===== config.mk =====
export PLATFORM = sky130hd
export DESIGN_NAME = cordic_post_pack
export DESIGN_NICKNAME = d
export VERILOG_FILES = /design/src/rtl/cpp_pkg.sv /design/src/rtl/cpp_lead_one.sv /design/src/rtl/cpp_quadrant_undo.sv /design/src/rtl/cpp_float_pack.sv /design/src/rtl/cordic_post_pack.sv
export SDC_FILE = /design/constraint.sdc
export NUM_CORES = 1
export LEC_CHECK = 0
export BUFFER_PORTS_ARGS = -buffer_cell sky130_fd_sc_hd__buf_2
export CAP_MARGIN = 20
export CELL_PAD_IN_SITES_DETAIL_PLACEMENT = 0
export CELL_PAD_IN_SITES_GLOBAL_PLACEMENT = 2
export CORE_MARGIN = 10
export CORE_UTILIZATION = 35
export DETAILED_ROUTE_END_ITERATION = 10
export GPL_TIMING_DRIVEN = 1
export PLACE_DENSITY_LB_ADDON = 0.1
export SETUP_SLACK_MARGIN = 0.5
export SLEW_MARGIN = 20
export SYNTH_ARGS = -nofsm -noshare
export SYNTH_HDL_FRONTEND = slang
export SYNTH_SLANG_ARGS = --single-unit

===== constraint.sdc =====
create_clock -name clk -period 6.7 [get_ports clk]
set_clock_uncertainty 0.2 [all_clocks]
set_input_delay 1.34 -clock clk [delete_from_list [all_inputs] [get_ports clk]]
set_output_delay 1.34 -clock clk [all_outputs]
set_load 0.005 [all_outputs]

===== src/rtl/cpp_pkg.sv =====
// Shared encodings and float field widths for the CORDIC result packer.
// Assumes single-precision output with a standard bias.
package cpp_pkg;

    typedef enum logic [1:0] {
        OP_TRIG  = 2'b00,
        OP_MUL   = 2'b01,
        OP_DIV   = 2'b10,
        OP_OTHER = 2'b11
    } op_class_e;

    typedef enum logic [2:0] {
        SEC_RIGHT    = 3'd0,
        SEC_TOP      = 3'd1,
        SEC_LEFT_POS = 3'd2,
        SEC_LEFT_NEG = 3'd3,
        SEC_BOTTOM   = 3'd4
    } sector_e;

    localparam int FLT_W  = 32;
    localparam int EXP_W  = 8;
    localparam int MANT_W = 23;
    localparam int BIAS   = 127;

endpackage


===== src/rtl/cpp_lead_one.sv =====
// Leading-one locator: reports the index of the highest set bit of vec.
// Assumes nothing about vec; found is low when vec is all zero.
module cpp_lead_one #(
    parameter int W  = 26,
    parameter int PW = $clog2(W)
) (
    input  logic [W-1:0]  vec,
    output logic [PW-1:0] pos,
    output logic          found
);

    // Scan upward so the highest set bit wins.
    always_comb begin
        pos   = '0;
        found = 1'b0;
        for (int i = 0; i < W; i++) begin
            if (vec[i]) begin
                pos   = PW'(i);
                found = 1'b1;
            end
        end
    end

endmodule


===== src/rtl/cpp_quadrant_undo.sv =====
// Sector recovery stage: undoes trigonometric range reduction and registers
// the widened X/Y/Z values with the class, exponent and valid flag.
// Assumes inputs carry FRAC_W fraction bits; REC_W leaves room for +/-pi.
module cpp_quadrant_undo
    import cpp_pkg::*;
#(
    parameter int FIX_W  = 25,
    parameter int FRAC_W = 23,
    parameter int REC_W  = 27
) (
    input  logic                    clk,
    input  logic                    rst_n,
    input  logic                    in_valid,
    input  logic [FIX_W-1:0]        x_in,
    input  logic [FIX_W-1:0]        y_in,
    input  logic [FIX_W-1:0]        z_in,
    input  logic [2:0]              region,
    input  logic [1:0]              op_class,
    input  logic [EXP_W-1:0]        exp_pre,
    output logic                    s_valid,
    output logic signed [REC_W-1:0] x_r,
    output logic signed [REC_W-1:0] y_r,
    output logic signed [REC_W-1:0] z_r,
    output logic [1:0]              s_class,
    output logic [EXP_W-1:0]        s_exp
);

    localparam int EXT_W     = REC_W - FIX_W;
    localparam int PI_Q      = $rtoi(3.141592653589793 * (2.0 ** FRAC_W) + 0.5);
    localparam int HALF_PI_Q = $rtoi(1.5707963267948966 * (2.0 ** FRAC_W) + 0.5);
    localparam logic signed [REC_W-1:0] PI_V      = REC_W'(PI_Q);
    localparam logic signed [REC_W-1:0] HALF_PI_V = REC_W'(HALF_PI_Q);

    logic signed [REC_W-1:0] x_ext, y_ext, z_ext;
    logic signed [REC_W-1:0] x_nx, y_nx, z_nx;

    assign x_ext = {{EXT_W{x_in[FIX_W-1]}}, x_in};
    assign y_ext = {{EXT_W{y_in[FIX_W-1]}}, y_in};
    assign z_ext = {{EXT_W{z_in[FIX_W-1]}}, z_in};

    // Pick swap, negation and angle offset from the sector code.
    always_comb begin
        x_nx = x_ext;
        y_nx = y_ext;
        z_nx = z_ext;
        if (op_class == OP_TRIG) begin
            case (sector_e'(region))
                SEC_TOP: begin
                    x_nx = -y_ext;
                    y_nx = x_ext;
                    z_nx = z_ext + HALF_PI_V;
                end
                SEC_LEFT_POS: begin
                    x_nx = -x_ext;
                    y_nx = -y_ext;
                    z_nx = z_ext + PI_V;
                end
                SEC_LEFT_NEG: begin
                    x_nx = -x_ext;
                    y_nx = -y_ext;
                    z_nx = z_ext - PI_V;
                end
                SEC_BOTTOM: begin
                    x_nx = y_ext;
                    y_nx = -x_ext;
                    z_nx = z_ext - HALF_PI_V;
                end
                default: ;
            endcase
        end
    end

    // Register the recovered paths and their side information.
    always_ff @(posedge clk) begin
        if (!rst_n) begin
            s_valid <= 1'b0;
            x_r     <= '0;
            y_r     <= '0;
            z_r     <= '0;
            s_class <= '0;
            s_exp   <= '0;
        end else begin
            s_valid <= in_valid;
            x_r     <= x_nx;
            y_r     <= y_nx;
            z_r     <= z_nx;
            s_class <= op_class;
            s_exp   <= exp_pre;
        end
    end


    passthru_chk: assert property (@(posedge clk) disable iff (!rst_n)
        (in_valid && op_class != OP_TRIG) |=>
        (x_r[FIX_W-1:0] == $past(x_in) && z_r[FIX_W-1:0] == $past(z_in)));


    negate_chk: assert property (@(posedge clk) disable iff (!rst_n)
        (in_valid && op_class == OP_TRIG && (region == 3'd2 || region == 3'd3)) |=>
        ((x_r + $past(x_ext)) == '0 && (y_r + $past(y_ext)) == '0));

endmodule


===== src/rtl/cpp_float_pack.sv =====
// Single-path float packer: sign-magnitude split, leading-one search,
// normalising shift and field assembly with a truncated mantissa.
// Assumes the value carries FRAC_W fraction bits and |val| < 2^(REC_W-1).
module cpp_float_pack
    import cpp_pkg::*;
#(
    parameter int REC_W  = 27,
    parameter int FRAC_W = 23
) (
    input  logic signed [REC_W-1:0] val,
    input  logic                    use_pre,
    input  logic [EXP_W-1:0]        exp_pre,
    output logic [FLT_W-1:0]        flt
);

    localparam int MAG_W = REC_W - 1;
    localparam int PW    = $clog2(MAG_W);

    logic             sgn;
    logic [MAG_W-1:0] mag;
    logic [MAG_W-1:0] norm;
    logic [PW-1:0]    lead;
    logic             nonzero;
    logic [MANT_W-1:0] mant;
    logic [EXP_W-1:0]  efield;

    // Split sign and magnitude.
    always_comb begin
        sgn = val[REC_W-1];
        mag = MAG_W'(sgn ? -val : val);
    end

    cpp_lead_one #(.W(MAG_W), .PW(PW)) i_lead (
        .vec   (mag),
        .pos   (lead),
        .found (nonzero)
    );

    // Normalise, pick the exponent source and assemble the word.
    always_comb begin
        norm   = mag << (PW'(MAG_W - 1) - lead);
        mant   = MANT_W'({norm[MAG_W-2:0], {MANT_W{1'b0}}} >> (MAG_W - 1));
        efield = EXP_W'((use_pre ? int'(exp_pre) : BIAS) + int'(lead) - FRAC_W);
        flt    = nonzero ? {sgn, efield, mant} : '0;
    end


    always_comb begin
        if (nonzero) begin
            norm_msb_chk: assert (norm[MAG_W-1]);
        end
    end

endmodule


===== src/rtl/cordic_post_pack.sv =====
// CORDIC result recovery and packer: stage one undoes range reduction,
// stage two converts X, Y and Z to single precision and registers them.
// Fixed latency of two cycles; assumes one result per cycle at most.
module cordic_post_pack
    import cpp_pkg::*;
#(
    parameter int FIX_W  = 25,
    parameter int FRAC_W = 23
) (
    input  logic             clk,
    input  logic             rst_n,
    input  logic             in_valid,
    input  logic [24:0]      x_fix,
    input  logic [24:0]      y_fix,
    input  logic [24:0]      z_fix,
    input  logic [2:0]       region,
    input  logic [1:0]       op_class,
    input  logic [7:0]       exp_pre,
    output logic             out_valid,
    output logic [31:0]      x_flt,
    output logic [31:0]      y_flt,
    output logic [31:0]      z_flt
);

    localparam int REC_W  = FIX_W + 2;
    localparam int NPATH  = 3;

    logic                    s_valid;
    logic [1:0]              s_class;
    logic [EXP_W-1:0]        s_exp;
    logic signed [REC_W-1:0] rec [NPATH];
    logic [FLT_W-1:0]        packed_w [NPATH];
    logic [FLT_W-1:0]        flt_q [NPATH];

    cpp_quadrant_undo #(.FIX_W(FIX_W), .FRAC_W(FRAC_W), .REC_W(REC_W)) i_undo (
        .clk      (clk),
        .rst_n    (rst_n),
        .in_valid (in_valid),
        .x_in     (x_fix),
        .y_in     (y_fix),
        .z_in     (z_fix),
        .region   (region),
        .op_class (op_class),
        .exp_pre  (exp_pre),
        .s_valid  (s_valid),
        .x_r      (rec[0]),
        .y_r      (rec[1]),
        .z_r      (rec[2]),
        .s_class  (s_class),
        .s_exp    (s_exp)
    );

    for (genvar g = 0; g < NPATH; g++) begin : g_path
        logic use_pre;
        // Y takes the multiply exponent, Z the divide exponent.
        assign use_pre = (g == 1 && s_class == OP_MUL) || (g == 2 && s_class == OP_DIV);

        cpp_float_pack #(.REC_W(REC_W), .FRAC_W(FRAC_W)) i_pack (
            .val     (rec[g]),
            .use_pre (use_pre),
            .exp_pre (s_exp),
            .flt     (packed_w[g])
        );

        // Register this path's packed float.
        always_ff @(posedge clk) begin
            if (!rst_n) flt_q[g] <= '0;
            else        flt_q[g] <= packed_w[g];
        end
    end

    // Register the output strobe alongside the data.
    always_ff @(posedge clk) begin
        if (!rst_n) out_valid <= 1'b0;
        else        out_valid <= s_valid;
    end

    assign x_flt = flt_q[0];
    assign y_flt = flt_q[1];
    assign z_flt = flt_q[2];


    latency_chk: assert property (@(posedge clk) disable iff (!rst_n)
        out_valid |-> $past(in_valid, 2));


    launch_chk: assert property (@(posedge clk) disable iff (!rst_n)
        in_valid |=> ##1 out_valid);


    zero_sign_chk: assert property (@(posedge clk) disable iff (!rst_n)
        (out_valid && x_flt[30:0] == '0 && y_flt[30:0] == '0) |-> (!x_flt[31] && !y_flt[31]));

endmodule


==> results.md <==
- Slew margin rel.: a little under a quarter
- Vias/cell: between 5 and 6
- Root Buffer Master: clkbuf_16
- PD cells: 245 mW/mm2
- Post-synth top flop: dfxtp_1
- Final Slew Violations: 0
- Residual DRC: 0
- Post-synth top area share: between 20 and 25%
- GR Overflow Total: 0
- Num CTS Buffers: 17
- Setup TNS: 0 ns
- P&R area growth vs syn: 10.7%
- Die Width: 251 um
- Netlist Area Pre-Place: 0.0186 mm2
- Share of cells above drive strength 1: ~14%
- Synth Area in Compound Gates: about a third
- Worst-Margin Slew: 1.15 ns
- Adder-Cell Fraction of Synth Area: roughly 4.4%
- Via Count: between 15000 and 20000
- Post-synthesis sequential area ratio: ~20%
- Crit-path cells: nor4_4 -> nand4_1 -> o31ai_1 -> xnor2_1 -> nor2_1 -> o2111a_1 -> or2_2 -> ha_1 -> ha_1 -> fa_1 -> a21o_1 -> a21o_1 -> a21o_1 -> a21oi_1 -> xnor2_1 -> nor2_1
- CP max stage delay: around 0.58 ns
- Synth top area cells: dfxtp_1, o21ai_0, nor2_1
- DP Area: about 0.020 mm2
- Initial antenna violation count: 9
- Final #Nets: roughly 2700
- Sink Count: about 190
- Crit. End Element: register
- RSZ-0062 raised after global routing: false
- Global placement routability congestion: 0.876
- Most frequent CP cell: a21o_1
- Die area: 0.0628 mm2
- Post-CTS Repair Setup Buffers: 0
- Mean Syn Cell Area: roughly 7.4 um2
- Port Buf Inserts: about 190
- First-pass GRT wire length: approximately 110000 um
- Fmax achieved: ~180 MHz
- Startpoint Class: register
- Worst skew pair latency: 0.51 ns
- Peak supply drop: 0.000218 V
- Core Region: between 0.05 and 0.06 mm2
- Synth Area in Simple Gates: roughly 24%
- Dominant cell type by area after synthesis: dfxtp_1
- Synth warn: 0
- P_leak: around 8 nW
- Final wirelength: about 71000 um
- Post-route cell area: between 0.02 and 0.025 mm2
- Setup Viol. Count Final: 0
- Clock transition at path regs: 0.08 ns
- Htree depth: 4
- Post-DP HPWL: 54200 um
- Initial Util: 35.4%
- Num ports: roughly 190
- Overall routing resource usage: a little over a fifth
- Max-cap violations: 0
- Xor/xnor share of the synthesized area: roughly 7.4%
- FP Rows: 84
- EDFF count, synth: 0
- Synthesized instance count: 2518
- Synth Register Bits: about 190
- Mux share of post-synthesis cell area: 5.64%
- Main combinational cell family by area after synthesis: compound AO/OA/AOI/OAI gates
- HP Class: reg2reg
- Number of global-route vias before repair: around 19000
- Crit Path Max Fanout: 19
- Post-DRT Antenna Nets: 0
- Post-CTS Resized: 0
- Ys async rst share: 0%
- DRT iter0 DRCs: 1558
- Status: complete, no violations
- Critical path class: reg2reg
- CTS tree: built
- Die height: ~250 um
- Final Hold Vio Count: 0
- Drt first pass iters: 5
- Number of hold buffers added after cts: 0
- Clk buf depth: 2
- Tcrit/Tclk final: a little over four fifths
- CP max stage cell: nor4_4
- Library cells used by synthesis: 109
- Largest net degree at the start of global routing: just over 90
- CP arrival: a little under 6 ns
- Required time of the critical path: 6.87 ns
- Wire per inst: 21.6 um
- Synth Net Count: between 2000 and 3000
- Min cycle time layout: 5.68 ns
==> Yosys cell counts, drive strengths merged, types with 8 or more instances <==
| cell type | count |
|---|---|
| a211o | 13 |
| a211oi | 39 |
| a21boi | 8 |
| a21o | 37 |
| a21oi | 145 |
| a221o | 12 |
| a221oi | 39 |
| a22oi | 39 |
| a31o | 10 |
| a31oi | 30 |
| and2 | 46 |
| and3 | 10 |
| buf | 59 |
| clkbuf | 135 |
| dfxtp | 188 |
| ha | 60 |
| inv | 81 |
| mux2 | 18 |
| mux2i | 78 |
| nand2 | 197 |
| nand2b | 39 |
| nand3 | 58 |
| nand3b | 9 |
| nand4 | 28 |
| nor2 | 231 |
| nor2b | 31 |
| nor3 | 80 |
| nor3b | 12 |
| nor4 | 27 |
| o211a | 15 |
| o211ai | 24 |
| o21a | 18 |
| o21ai | 202 |
| o21bai | 10 |
| o221ai | 27 |
| o22ai | 47 |
| o2bb2ai | 9 |
| o31ai | 36 |
| o32ai | 11 |
| o41ai | 14 |
| or2 | 22 |
| or3 | 38 |
| or4 | 19 |
| xnor2 | 90 |
| xor2 | 68 |
==> metal layers <==
layer | track usage, % | up-vias | part of all wire (%) | wire (um)
li1 | - | 9508 | - | -
met1 | 27.4 | 9438 | 44 | 31000
met2 | 35.9 | 558 | 47 | 33400
met3 | 3.86 | 107 | 5.2 | 3650
met4 | 9.41 | 4 | 3.8 | 2690
met5 | 0 | - | 0.030 | 21
==> final cells by class <==
class / instances / area (um2)
Multi-Input combinational cell: 2055 / 13800
Fill cell: 5569 / 32000
Timing Repair Buffer: 231 / 1280
Inverter: 81 / 304
Tap cell: 688 / 861
Antenna cell: 3 / 7.51
Sequential cell: 188 / 3760
Clock inverter: 15 / 200
Clock buffer: 17 / 425
==> cell usage in the layout (no fill, tap or decap), types with 44 or more instances in the layout <==
master and count:
nand3_1 58, a21oi_1 143, nor2_1 228, mux2i_1 78
xnor2_1 90, and2_1 45, o21ai_0 187, buf_2 186
xor2_1 68, buf_4 44, inv_1 78, dfxtp_1 188
o22ai_1 47, nand2_1 195, ha_1 60, nor3_1 76
==> cell families after synthesis <==
| group | after synthesis |
|---|---|
| buf+inv | 275 |
| compound gates | 864 |
| xor+xnor | 158 |
| mux | 99 |
| fa+ha+maj | 63 |
| flops | 188 |
| simple gates | 871 |
==> registers in the layout, indices dropped and copies added, names as in the netlist <==
| signal | count |
|---|---|
| i_undo.z_r | 27 |
| i_undo.s_valid | 1 |
| i_undo.x_r | 27 |
| i_undo.s_class | 2 |
| out_valid | 1 |
| i_undo.s_exp | 8 |
| i_undo.y_r | 27 |
| flt_q | 95 |
==> worst max-delay path: cells and delay by family (launching register included) <==
family          cells  cell delay [ns]
compound gates      6             1.53
xor+xnor            2             0.39
fa+ha+maj           3             0.97
flops               1             0.43
simple gates        5             2.03
==> worst paths after layout <==
check / start / end / slack, ns / depth (start not counted)
hold / removal: i_undo.s_valid / out_valid / 0.24 / 1
setup reg to reg: i_undo.z_r[2] / flt_q[2][30] / 1.02 / 16
hold reg to reg: i_undo.s_valid / out_valid / 0.24 / 1
setup / recovery: i_undo.z_r[2] / flt_q[2][30] / 1.02 / 16
==> through the flow <==
step / worst slack [ns] / hold slack (ns) / total power [mW] / std cells / util (%)
floorplan: 0.562 / 0.212 / 3.19 / 2518 / -
global placement: 0.898 / 0.221 / 3.96 / 3243 / 37.9
detailed placement: 0.807 / 0.230 / 3.97 / 3243 / 37.9
CTS: 0.800 / 0.250 / 5.09 / 3275 / 39.1
global route: 0.666 / 0.278 / 5.41 / 3276 / 39.1
finish: 1.02 / 0.241 / 5.04 / 3278 / 39.1
==> power by group <==
group	internal, mW	leakage (nW)	total (mW)	switching, mW
clock	0.517	0.299	1.10	0.578
combinational	0.973	6.25	2.51	1.53
sequential	1.32	1.56	1.44	0.117
total	2.81	8.11	5.04	2.23
Power figures use the tool's default switching activity.
